--- config.mk ---
export PLATFORM = sky130hd
export DESIGN_NAME = xirq_ctrl
export DESIGN_NICKNAME = d
export VERILOG_FILES = /design/src/rtl/xirq_pkg.sv /design/src/rtl/xirq_rst_sync.sv /design/src/rtl/xirq_post_decode.sv /design/src/rtl/xirq_pend_regs.sv /design/src/rtl/xirq_accept.sv /design/src/rtl/xirq_ctrl.sv
export SDC_FILE = /design/constraint.sdc
export NUM_CORES = 1
export LEC_CHECK = 0
export ABC_AREA = 0
export BUFFER_PORTS_ARGS = -buffer_cell sky130_fd_sc_hd__buf_4
export CAP_MARGIN = 20
export CORE_ASPECT_RATIO = 1.75
export CORE_MARGIN = 2
export CORE_UTILIZATION = 41
export CTS_CLUSTER_SIZE = 24
export DETAILED_ROUTE_END_ITERATION = 10
export PLACE_DENSITY = 0.8
export SYNTH_ARGS = -nofsm -noshare
export SYNTH_HDL_FRONTEND = slang
export SYNTH_SLANG_ARGS = --single-unit
--- constraint.sdc ---
create_clock -name clk -period 2.3 [get_ports clk]
set_input_delay 0.46 -clock clk [delete_from_list [all_inputs] [get_ports clk]]
set_output_delay 0.46 -clock clk [all_outputs]
set_load 0.02 [all_outputs]
--- src/rtl/xirq_pkg.sv ---
package xirq_pkg;
  localparam int unsigned IRQ_W   = 32;
  localparam int unsigned IDX_W   = $clog2(IRQ_W);
  localparam int unsigned BE_W    = IRQ_W / 8;
  localparam int unsigned TMR_BIT = IRQ_W - 1;

  typedef enum logic [1:0] {
    ACC_NONE = 2'd0,
    ACC_NMI  = 2'd1,
    ACC_EXT  = 2'd2
  } acc_kind_e;
endpackage

--- src/rtl/xirq_rst_sync.sv ---
module xirq_rst_sync #(
  parameter int unsigned STAGES = 2
) (
  input  logic clk,
  input  logic rst_n,
  output logic rst_n_sync
);
  logic [STAGES-1:0] chain_q;

  always_ff @(posedge clk or negedge rst_n) begin
    if (!rst_n) chain_q <= '0;
    else        chain_q <= {chain_q[STAGES-2:0], 1'b1};
  end

  assign rst_n_sync = chain_q[STAGES-1];
endmodule

--- src/rtl/xirq_post_decode.sv ---
module xirq_post_decode
  import xirq_pkg::*;
(
  input  logic             bus_post,
  input  logic [IDX_W-1:0] post_num,
  input  logic             timer_alarm,
  output logic [IRQ_W-1:0] set_vec
);
  // interrupt number n lands in bit (IRQ_W-1-n): reversed order
  for (genvar i = 0; i < IRQ_W; i++) begin : g_bit
    localparam logic [IDX_W-1:0] NUM = IDX_W'(IRQ_W - 1 - i);
    if (i == TMR_BIT) begin : g_tmr
      assign set_vec[i] = (bus_post && (post_num == NUM)) || timer_alarm;
    end else begin : g_plain
      assign set_vec[i] = bus_post && (post_num == NUM);
    end
  end
endmodule

--- src/rtl/xirq_pend_regs.sv ---
module xirq_pend_regs
  import xirq_pkg::*;
(
  input  logic             clk,
  input  logic             rst_n,
  input  logic [IRQ_W-1:0] set_vec,
  input  logic             clr_en,
  input  logic [IRQ_W-1:0] clr_data,
  input  logic             mask_en,
  input  logic [IRQ_W-1:0] mask_data,
  output logic [IRQ_W-1:0] pend_q,
  output logic [IRQ_W-1:0] mask_q
);
  logic [IRQ_W-1:0] pend_d, mask_d, clr_vec;
  logic             pend_ce;

  always_comb begin
    clr_vec = clr_en ? clr_data : '0;
    pend_ce = clr_en || (|set_vec);
    // clear first, set last: a post in the same cycle survives
    pend_d  = (pend_q & ~clr_vec) | set_vec;
    mask_d  = mask_data;
  end

  always_ff @(posedge clk or negedge rst_n) begin
    if (!rst_n)       pend_q <= '0;
    else if (pend_ce) pend_q <= pend_d;
  end

  always_ff @(posedge clk or negedge rst_n) begin
    if (!rst_n)       mask_q <= '0;
    else if (mask_en) mask_q <= mask_d;
  end
endmodule

--- src/rtl/xirq_accept.sv ---
module xirq_accept
  import xirq_pkg::*;
(
  input  logic      clk,
  input  logic      rst_n,
  input  logic      hard_req,
  input  logic      psw_ie,
  input  logic      nmi_req,
  input  logic      accept_en,
  output acc_kind_e kind
);
  logic nmi_q, nmi_d, nmi_ce;

  always_comb begin
    kind = ACC_NONE;
    if (accept_en) begin
      if (nmi_q)                  kind = ACC_NMI;
      else if (psw_ie && hard_req) kind = ACC_EXT;
    end
    nmi_ce = nmi_req || (kind == ACC_NMI);
    nmi_d  = nmi_req;
  end

  always_ff @(posedge clk or negedge rst_n) begin
    if (!rst_n)      nmi_q <= 1'b0;
    else if (nmi_ce) nmi_q <= nmi_d;
  end
endmodule

--- src/rtl/xirq_ctrl.sv ---
module xirq_ctrl
  import xirq_pkg::*;
(
  input  logic             clk,
  input  logic             rst_n,
  input  logic             bus_wr_en,
  input  logic             bus_rd_en,
  input  logic [BE_W-1:0]  bus_be,
  input  logic [IRQ_W-1:0] bus_wdata,
  output logic [IRQ_W-1:0] bus_rdata,
  input  logic             timer_alarm,
  input  logic             core_clr_en,
  input  logic [IRQ_W-1:0] core_clr_data,
  input  logic             core_mask_en,
  input  logic [IRQ_W-1:0] core_mask_data,
  input  logic             psw_ie,
  input  logic             nmi_req,
  input  logic             accept_en,
  output logic [IRQ_W-1:0] pending_o,
  output logic [IRQ_W-1:0] mask_o,
  output logic             irq_req,
  output logic             take_nmi,
  output logic             take_ext
);
  logic             rst_n_int;
  logic             full_acc, bus_post;
  logic [IRQ_W-1:0] set_vec, pend_q, mask_q;
  acc_kind_e        kind;

  xirq_rst_sync #(.STAGES(2)) u_rst (
    .clk(clk), .rst_n(rst_n), .rst_n_sync(rst_n_int)
  );

  assign full_acc = &bus_be;
  assign bus_post = bus_wr_en && full_acc;

  xirq_post_decode u_dec (
    .bus_post(bus_post), .post_num(bus_wdata[IDX_W-1:0]),
    .timer_alarm(timer_alarm), .set_vec(set_vec)
  );

  xirq_pend_regs u_regs (
    .clk(clk), .rst_n(rst_n_int), .set_vec(set_vec),
    .clr_en(core_clr_en), .clr_data(core_clr_data),
    .mask_en(core_mask_en), .mask_data(core_mask_data),
    .pend_q(pend_q), .mask_q(mask_q)
  );

  assign irq_req = |(pend_q & mask_q);

  xirq_accept u_acc (
    .clk(clk), .rst_n(rst_n_int), .hard_req(irq_req), .psw_ie(psw_ie),
    .nmi_req(nmi_req), .accept_en(accept_en), .kind(kind)
  );

  assign take_nmi  = (kind == ACC_NMI);
  assign take_ext  = (kind == ACC_EXT);
  assign bus_rdata = (bus_rd_en && full_acc) ? pend_q : '0;
  assign pending_o = pend_q;
  assign mask_o    = mask_q;
endmodule

* Word-level counts from Yosys, hierarchy flattened
Index checks and enable logic that the tools add are counted.
** Word-level totals
- Bits in registers :: 67
- Bits of input ports :: 110
- Output and inout port bits :: 99
- Logic and storage cells :: 88
** Operators by class
- Equal/unequal tests :: 33
- Muxes and demuxes :: 5
- Bitwise operators :: 4
- Reductions and logical operators :: 42
** Operator list (count)
- $eq A5 B5 Y1 const B :: 16
- $and A32 B32 Y32 :: 2
- $mux W32 :: 2
- $reduce_or A32 Y1 :: 2
- $eq A5 B4 Y1 const B :: 8
- $logic_and A1 B1 Y1 :: 35
- $not A32 Y32 :: 1
- $or A32 B32 Y32 :: 1
- $eq A5 B3 Y1 const B :: 4
- $eq A5 B2 Y1 const B :: 2
- $mux W2 :: 3
- $eq A5 B1 Y1 const B :: 1
- $logic_not A5 Y1 :: 1
- $reduce_and A4 Y1 :: 1
- $logic_or A1 B1 Y1 :: 3
- $eq A2 B1 Y1 const B :: 1
- $eq A2 B2 Y1 const B :: 1

* Logic depth before layout (Yosys ltp)
Gate-level depths: netlist of the first run.
- Word-level depth :: 8
- Mapped depth :: 5
- Depth with buffers taken out :: 4

* Hierarchy
A second synthesis of the first run with hierarchy kept.
** Second synthesis, totals
- Cells, all modules :: 286
- Area, all modules :: 3281.9 µm²
** Modules (own cells, without submodules)
- xirq_pend_regs :: times used 1, cells an instance 167, area each 2521.2 µm², seq. area each 1601.5 µm²
- xirq_ctrl :: times used 1, cells an instance 63, area each 407.9 µm², seq. area each 0.0 µm²
- xirq_post_decode :: times used 1, cells an instance 47, area each 241.5 µm², seq. area each 0.0 µm²
- xirq_accept :: times used 1, cells an instance 6, area each 57.6 µm², seq. area each 25.0 µm²
- xirq_rst_sync :: times used 1, cells an instance 3, area each 53.8 µm², seq. area each 50.0 µm²

* Least setup slack after synthesis of the first run
Ideal clock, no wire load.
- Path type :: register to output
- Start :: register u_regs.mask_q[7]
- End :: output take_ext
- Arrival :: 1.613 ns
- Required time :: 1.840 ns
- Setup slack :: 0.227 ns
- Cell stages (with the launch flop) :: 5
- Buffers on the path :: 0
- Cell sequence :: dfrtp_1 -> a22oi_1 -> nand4_1 -> or4_4 -> and4b_1
** On the way
- Cells in the longest elaborated chain, start to end :: 7
** RTL lines
- start, declared :: line xirq_pend_regs.sv:12 : output logic [IRQ_W-1:0] mask_q
- start signal, assigned :: line xirq_pend_regs.sv:32 : else if (mask_en) mask_q <= mask_d;
- $and A32 B32 Y32 :: line xirq_ctrl.sv:49 : assign irq_req = |(pend_q & mask_q);
- $reduce_or A32 Y1 :: line xirq_ctrl.sv:49
- via irq_req :: line xirq_ctrl.sv:21 : output logic irq_req,
- $logic_and A1 B1 Y1 :: line xirq_accept.sv:18 : else if (psw_ie && hard_req) kind = ACC_EXT;
- $mux W2 :: line xirq_accept.sv:18
- $mux W2 :: line xirq_accept.sv:17 : if (nmi_q) kind = ACC_NMI;
- $mux W2 :: line xirq_accept.sv:16 : if (accept_en) begin
- $eq A2 B2 Y1 :: line xirq_ctrl.sv:57 : assign take_ext = (kind == ACC_EXT);
- end, declared :: line xirq_ctrl.sv:23 : output logic take_ext
The timed path passes the listed nets, and every way through them passes these cells.

* Worst setup path in the final report of the first run
- Start :: register u_regs.pend_q[3]
- End :: output take_ext
** On the way
- Cells in the longest elaborated chain, start to end :: 7
** RTL lines
- start, declared :: line xirq_pend_regs.sv:11 : output logic [IRQ_W-1:0] pend_q,
- start signal, assigned :: line xirq_pend_regs.sv:27 : else if (pend_ce) pend_q <= pend_d;
- $and A32 B32 Y32 :: line xirq_ctrl.sv:49
- $reduce_or A32 Y1 :: line xirq_ctrl.sv:49
- $logic_and A1 B1 Y1 :: line xirq_accept.sv:18
- $mux W2 :: line xirq_accept.sv:18
- $mux W2 :: line xirq_accept.sv:17
- $mux W2 :: line xirq_accept.sv:16
- $eq A2 B2 Y1 :: line xirq_ctrl.sv:57
No other way between the ends.

==> flow_metrics.py, run 1 <==
metrics = {
    "floorplan": {
        "die_h_um": 117.8,
        "coreArea_um2": 7182,
        "die-area_um2": 8128,
        "placementRows": 41,
        "start_util_pct": 42.23,
        "die-width_um": 69.02,
        "io_pins": 209,
    },
    "pwr": {
        "ir_worst_vdd_uv": 427.4,
        "leakagePower_uw": 0.002533,
        "power_density_nw_per_um2": 616.8,
        "power.total_uw": 2979,
    },
    "synthesis": {
        "synth_fa_ha_area_share_pct": 0,
        "netlist_area_um2": 3033,
        "yosys.area_share.simple_pct": 19.02,
        "synth_ff_type": "dfrtp_1",
        "synth_xor_xnor_area_share_pct": 0,
        "synth_top_family_by_area": "simple AND/OR/NAND/NOR gates",
        "synth_compound_area_share_pct": 11.43,
        "async_reset_ff_share_pct": 100.0,
        "avgSynthCellArea_um2": 10.95,
        "ys.warnings.count": 0,
        "ys_types": 32,
        "muxShareOfSynthArea_pct": 11.88,
        "syn_inst": 277,
        "yosysSeqAreaShare_pct": 55.28,
        "synth_edf_count": 0,
        "syn-num-nets": 387,
        "synth_seq_cells": 67,
    },
    "final_layout": {
        "layout.area.seq_um2": 1679,
        "final_common_cell": "buf_4",
        "final_cell_count_no_fill": 557,
        "nNetsFinal": 577,
        "syn_to_final_growth_pct": 59.24,
        "layout_common_cells": "buf_4, dfrtp_1, nand2_1",
        "fill_cells": 596,
        "multiInputGateArea_um2": 1308,
        "drive_above_1_share_pct": 53.50,
        "utilization_pct": 67.25,
        "antenna_cells": 0,
    },
    "placed_design": {
        "dp.cells": 539,
        "routabilityCongestion": 0.7989,
        "portBuffers": 181,
        "dp.final_hpwl_mm": 8.001,
    },
    "hold_path": {
        "hold_path_class": "in2reg",
        "hold-path-cell-count": 2,
    },
    "clocking": {
        "cts_buffer_depth": 2,
        "clk_pin_slew_ns": 0.05,
        "cts_made_buffers": 9,
        "cts.sinks": 67,
        "clk_latency_ns": 0.32,
        "htree_levels": 3,
        "tritoncts": "done",
        "clockRootBuffer": "clkbuf_16",
    },
    "sta": {
        "setup_viol": 1,
        "min_period_over_period_pct": 106.2,
        "fmax_mhz": 409.4,
        "rsz0062_at_grt": "yes",
        "finalMaxSlewViolations": 0,
        "period_needed_ns": 2.443,
        "worst_pin_slew_ns": 0.8257,
        "worst_slack_ns": -0.1428,
        "slew_headroom_pct": 44.96,
        "finClkSkew_ns": 0.004619,
        "final_hold_viol_count": 0,
    },
    "routing": {
        "detail_route.wl_per_cell_um": 18.80,
        "totalWireLength_mm": 10.47,
        "avgViaCountPerCell": 5.350,
        "drt_iter0_drc": 140,
        "drc": 0,
        "antenna_left": 0,
        "first_pass_iters": 4,
        "vias": 2980,
    },
    "critical_path": {
        "crit_type": "reg2out",
        "cp_max_fo": 4,
        "start_kind": "flip-flop",
        "cp.required_ns": 1.84,
        "critPathCaptureType": "output port",
        "arrival_ns": 1.98,
        "r2r_cells": 1,
    },
    "status": {
        "status": "complete, but fails checks",
        "violations": "negative setup slack",
    },
    "flow_run": {
        "maxCapViolations": 0,
    },
    "global_route": {
        "first_global_vias": 3206,
        "grt_usage_pct": 26.51,
        "grt.overflow.total": 0,
        "grt_max_degree": 66,
        "grt_pass1_wl_mm": 16.68,
        "antenna_found_initial": 0,
    },
}
[final cells by class]
cell class	instances	area share, %
timing repair buffer	195	30.44
clock buffer	12	5.104
tap	86	2.228
sequential	67	34.77
clock inverter	3	0.3109
multi-input combinational	193	27.07
inverter	1	0.07772
[synth_stat cells, drive strengths merged (3+ instances only)]
cell / number / area [um2]
a22o: 9 / 78.83
a22oi: 16 / 125.1
a32o: 3 / 30.03
and3: 33 / 207.7
buf: 6 / 27.53
clkbuf: 10 / 37.54
dfrtp: 67 / 1677
mux2: 32 / 360.4
nand2: 54 / 202.7
nand3b: 3 / 26.27
nand4: 4 / 25.02
nor2: 3 / 11.26
o21ai: 20 / 100.1
[metrics by stage]
step / setup WS (ns) / hold slack [ns] / area, um2 / TNS, ns
2_1_floorplan: 0.2271 / 0.1644 / 3033 / 0
3_3_place_gp: 0.1279 / 0.2425 / 4518 / 0
3_5_place_dp: 0.09242 / 0.2432 / 4518 / 0
4_1_cts: -0.1666 / 0.3081 / 4828 / -0.1771
5_1_grt: -0.2297 / 0.3302 / 4830 / -0.2807
6_report: -0.1428 / 0.3137 / 4830 / -0.1428
[registers in the layout, summed over array words and instances, names as in the netlist]
| register | cells |
|---|---|
| u_regs.mask_q | 32 |
| u_acc.nmi_q | 1 |
| u_rst.chain_q | 2 |
| u_regs.pend_q | 32 |
[cell families (layout without fill, tap and decap cells)]
family,Yosys count,in the layout
AOI/OAI and AO/OA,50,50
muxes,32,32
other,1,1
and+or+nand+nor,110,110
DFF,67,67
buffers and inverters,17,211
[final timing paths]
check | from | to | slack (ns)
min in group asynchronous | u_rst.chain_q[1] | u_regs.mask_q[17] | 0.42
max in group asynchronous | u_rst.chain_q[1] | u_regs.pend_q[4] | 1.27
setup / recovery | u_regs.pend_q[3] | take_ext | -0.14
hold reg to reg | u_rst.chain_q[0] | u_rst.chain_q[1] | 0.35
setup reg to reg | u_rst.chain_q[1] | u_regs.pend_q[4] | 1.27
hold / removal | nmi_req | u_acc.nmi_q | 0.31
[report_power, final]
group | internal, uW | switching [uW] | leakage, uW
Combinational | 242 | 231 | 0.00155
Clock | 746 | 460 | 0.000132
Sequential | 1240 | 55.3 | 0.000848
[critical path, stage by stage, from the launching register on]
cell and delay (ns):
dfrtp_1 0.41, a22oi_1 0.22, nand4_1 0.13, or4_4 0.56, and4b_1 0.20, buf_6 0.13
[timing repair]
| item | 4_1_cts | 5_1_grt |
|---|---|---|
| buffers inserted | 2 | 0 |
| endpoints found under the setup margin | 2 | 2 |
| hold buffers | 1 | 0 |
| resized for setup | 5 | 1 |
| endpoints found under the hold margin | 2 | 0 |
| pin swaps | 4 | 0 |
[metal layers]
metal	wire length (um)	global-route usage [%]	share of wire (%)
met1	3738	29.92	36
met5	0	0	0
met4	385	13.11	3.7
met2	5747	46.63	55
met3	600	5.479	5.7
Power figures use the tool's default switching activity.
==> run 2, diff against run 1 <==
ABC_CLOCK_PERIOD_IN_PS = 2100   (was default)
CORE_UTILIZATION = 37   (was 41)
PLACE_DENSITY = 0.76   (was 0.8)
clock period = 2.1 ns   (was 2.3 ns; I/O delays follow)
==> flow_metrics.py, run 2 (synthesis results as in run 1) <==
metrics = {
    "status": {
        "status": "complete, but fails checks",
        "violations": "negative setup slack",
    },
    "pwr": {
        "p_seq_share_pct": 41.2,
        "power_density_nw_per_um2": 683.9,
        "power.net_switching_uw": 874.3,
        "ir_worst_vdd_uv": 403.8,
        "switching_share_pct": 25.19,
        "combPwrFrac_pct": 15.9,
        "leakagePower_uw": 0.002685,
        "clock_power_share_pct": 42.9,
        "p_int_uw": 2597,
    },
    "final_layout": {
        "nNetsFinal": 602,
        "top_regs": "u_regs.mask_q x32, u_regs.pend_q x32, u_rst.chain_q x2",
        "antenna_cells": 0,
        "final_cell_count_no_fill": 587,
        "layout_common_cells": "buf_4, dfrtp_1, nand2_1",
        "final_common_cell": "buf_4",
        "drive_above_1_share_pct": 56.14,
        "syn_to_final_growth_pct": 67.37,
    },
    "critical_path": {
        "crit_path_max_incr_delay_ns": 0.54,
        "r2r_cells": 1,
        "r2r_setup_slack_ns": 1.19,
        "worstReg2RegEnd": "u_regs.mask_q[28]",
        "cp.required_ns": 1.68,
        "cp_slowest_cell": "or4_4",
        "cp_max_fo": 2,
        "path_cells": "a22oi_2 > nand4_1 > or4_4 > and4b_1 > buf_6",
        "r2r-start": "u_rst.chain_q[1]",
        "crit_type": "reg2out",
        "start_kind": "flip-flop",
        "arrival_ns": 1.94,
        "critPathCaptureType": "output port",
    },
    "hold_path": {
        "hold_path_class": "reg2async",
    },
    "routing": {
        "first_pass_iters": 4,
        "avgViaCountPerCell": 5.239,
        "vias": 3075,
        "totalWireLength_mm": 11.31,
        "detail_route.wl_per_cell_um": 19.27,
        "drt_iter0_drc": 152,
        "antenna_left": 0,
        "drc": 0,
    },
    "sta": {
        "slew_headroom_pct": 63.16,
        "rsz0062_at_grt": "yes",
        "min_period_over_period_pct": 112.5,
        "fmax_mhz": 423.4,
        "final_hold_viol_count": 0,
        "worst_pin_slew_ns": 0.5526,
        "finalMaxSlewViolations": 0,
        "hold_ws_ns": 0.2569,
        "setup_viol": 2,
        "finClkSkew_ns": 0.004321,
        "period_needed_ns": 2.362,
        "worst_slack_ns": -0.2618,
    },
    "placed_design": {
        "routabilityCongestion": 0.8023,
        "dp.cells": 569,
        "dp.final_hpwl_mm": 8.714,
        "portBuffers": 181,
    },
    "floorplan": {
        "die_h_um": 123.8,
        "die-width_um": 72.44,
        "die-area_um2": 8966,
        "placementRows": 43,
        "start_util_pct": 38.09,
        "coreArea_um2": 7963,
        "io_pins": 209,
    },
    "global_route": {
        "grt.overflow.total": 0,
        "grt_usage_pct": 25.10,
        "grt_max_degree": 33,
        "grt_pass1_wl_mm": 16.67,
        "antenna_found_initial": 0,
        "first_global_vias": 3200,
    },
    "clocking": {
        "clockRootBuffer": "clkbuf_16",
        "cts_made_buffers": 9,
        "cts.sinks": 67,
        "clk_pin_slew_ns": 0.05,
        "cts_buffer_depth": 2,
        "clk_latency_ns": 0.33,
        "htree_levels": 3,
        "tritoncts": "done",
    },
    "flow_run": {
        "maxCapViolations": 0,
    },
}
run 2: what timing repair did:
| action | 4_1_cts | 5_1_grt |
|---|---|---|
| pin swaps | 4 | 1 |
| hold buffers | 1 | 0 |
| endpoints found under the hold margin | 2 | 0 |
| buffers inserted | 1 | 0 |
| endpoints found under the setup margin | 2 | 2 |
| resized for setup | 5 | 2 |
run 2: worst max-delay path, delay by kind of cell, from the launching register on:
family / cells / cell delay [ns]
buffers and inverters: 1 / 0.13
and+or+nand+nor: 3 / 0.88
DFF: 1 / 0.39
AOI/OAI and AO/OA: 1 / 0.21
run 2: final cells by class:
type / instances / area, um2
Inverter: 1 / 3.754
Clock inverter: 5 / 52.55
Timing Repair Buffer: 220 / 1674
Fill cell: 649 / 2887
Sequential cell: 67 / 1678
Tap cell: 90 / 112.6
Multi-Input combinational cell: 193 / 1313
Clock buffer: 11 / 242.7
run 2: worst max-delay path by stage:
stage,from,cells past startpoint,endpoint
final,u_regs.pend_q[8],5,take_ext
after global routing,u_regs.pend_q[8],5,take_ext
after CTS,u_regs.pend_q[8],5,take_ext
after detailed placement,u_regs.mask_q[8],5,take_ext
after global placement,u_regs.mask_q[8],5,take_ext
after floorplan,u_regs.mask_q[7],4,take_ext
run 2: per-stage QoR:
stage | area (um2) | utilization [%] | setup slack [ns] | setup TNS [ns] | power [uW]
2_1_floorplan | 3033 | - | 0.06714 | 0 | 1671
3_3_place_gp | 4731 | 59.41 | -0.01405 | -0.01405 | 1981
3_5_place_dp | 4731 | 59.41 | -0.02876 | -0.02876 | 1993
4_1_cts | 5066 | 63.62 | -0.2983 | -0.5341 | 3480
5_1_grt | 5076 | 63.75 | -0.3400 | -0.6188 | 3579
6_report | 5076 | 63.75 | -0.2618 | -0.4665 | 3471
run 2: routing by layer:
layer	global-route usage (%)	vias up	routed length (um)
li1	-	1426	-
met5	0	-	0
met1	28.21	1497	4104
met4	11.11	0	297
met2	45.70	131	6287
met3	4.288	21	623
run 2: power groups by stage:
stage	Combinational (uW)	Clock, uW	Sequential, uW
2_1_floorplan	141	0	1530
3_3_place_gp	537	0	1440
3_5_place_dp	545	0	1450
4_1_cts	555	1500	1430
5_1_grt	587	1550	1440
6_report	553	1490	1430
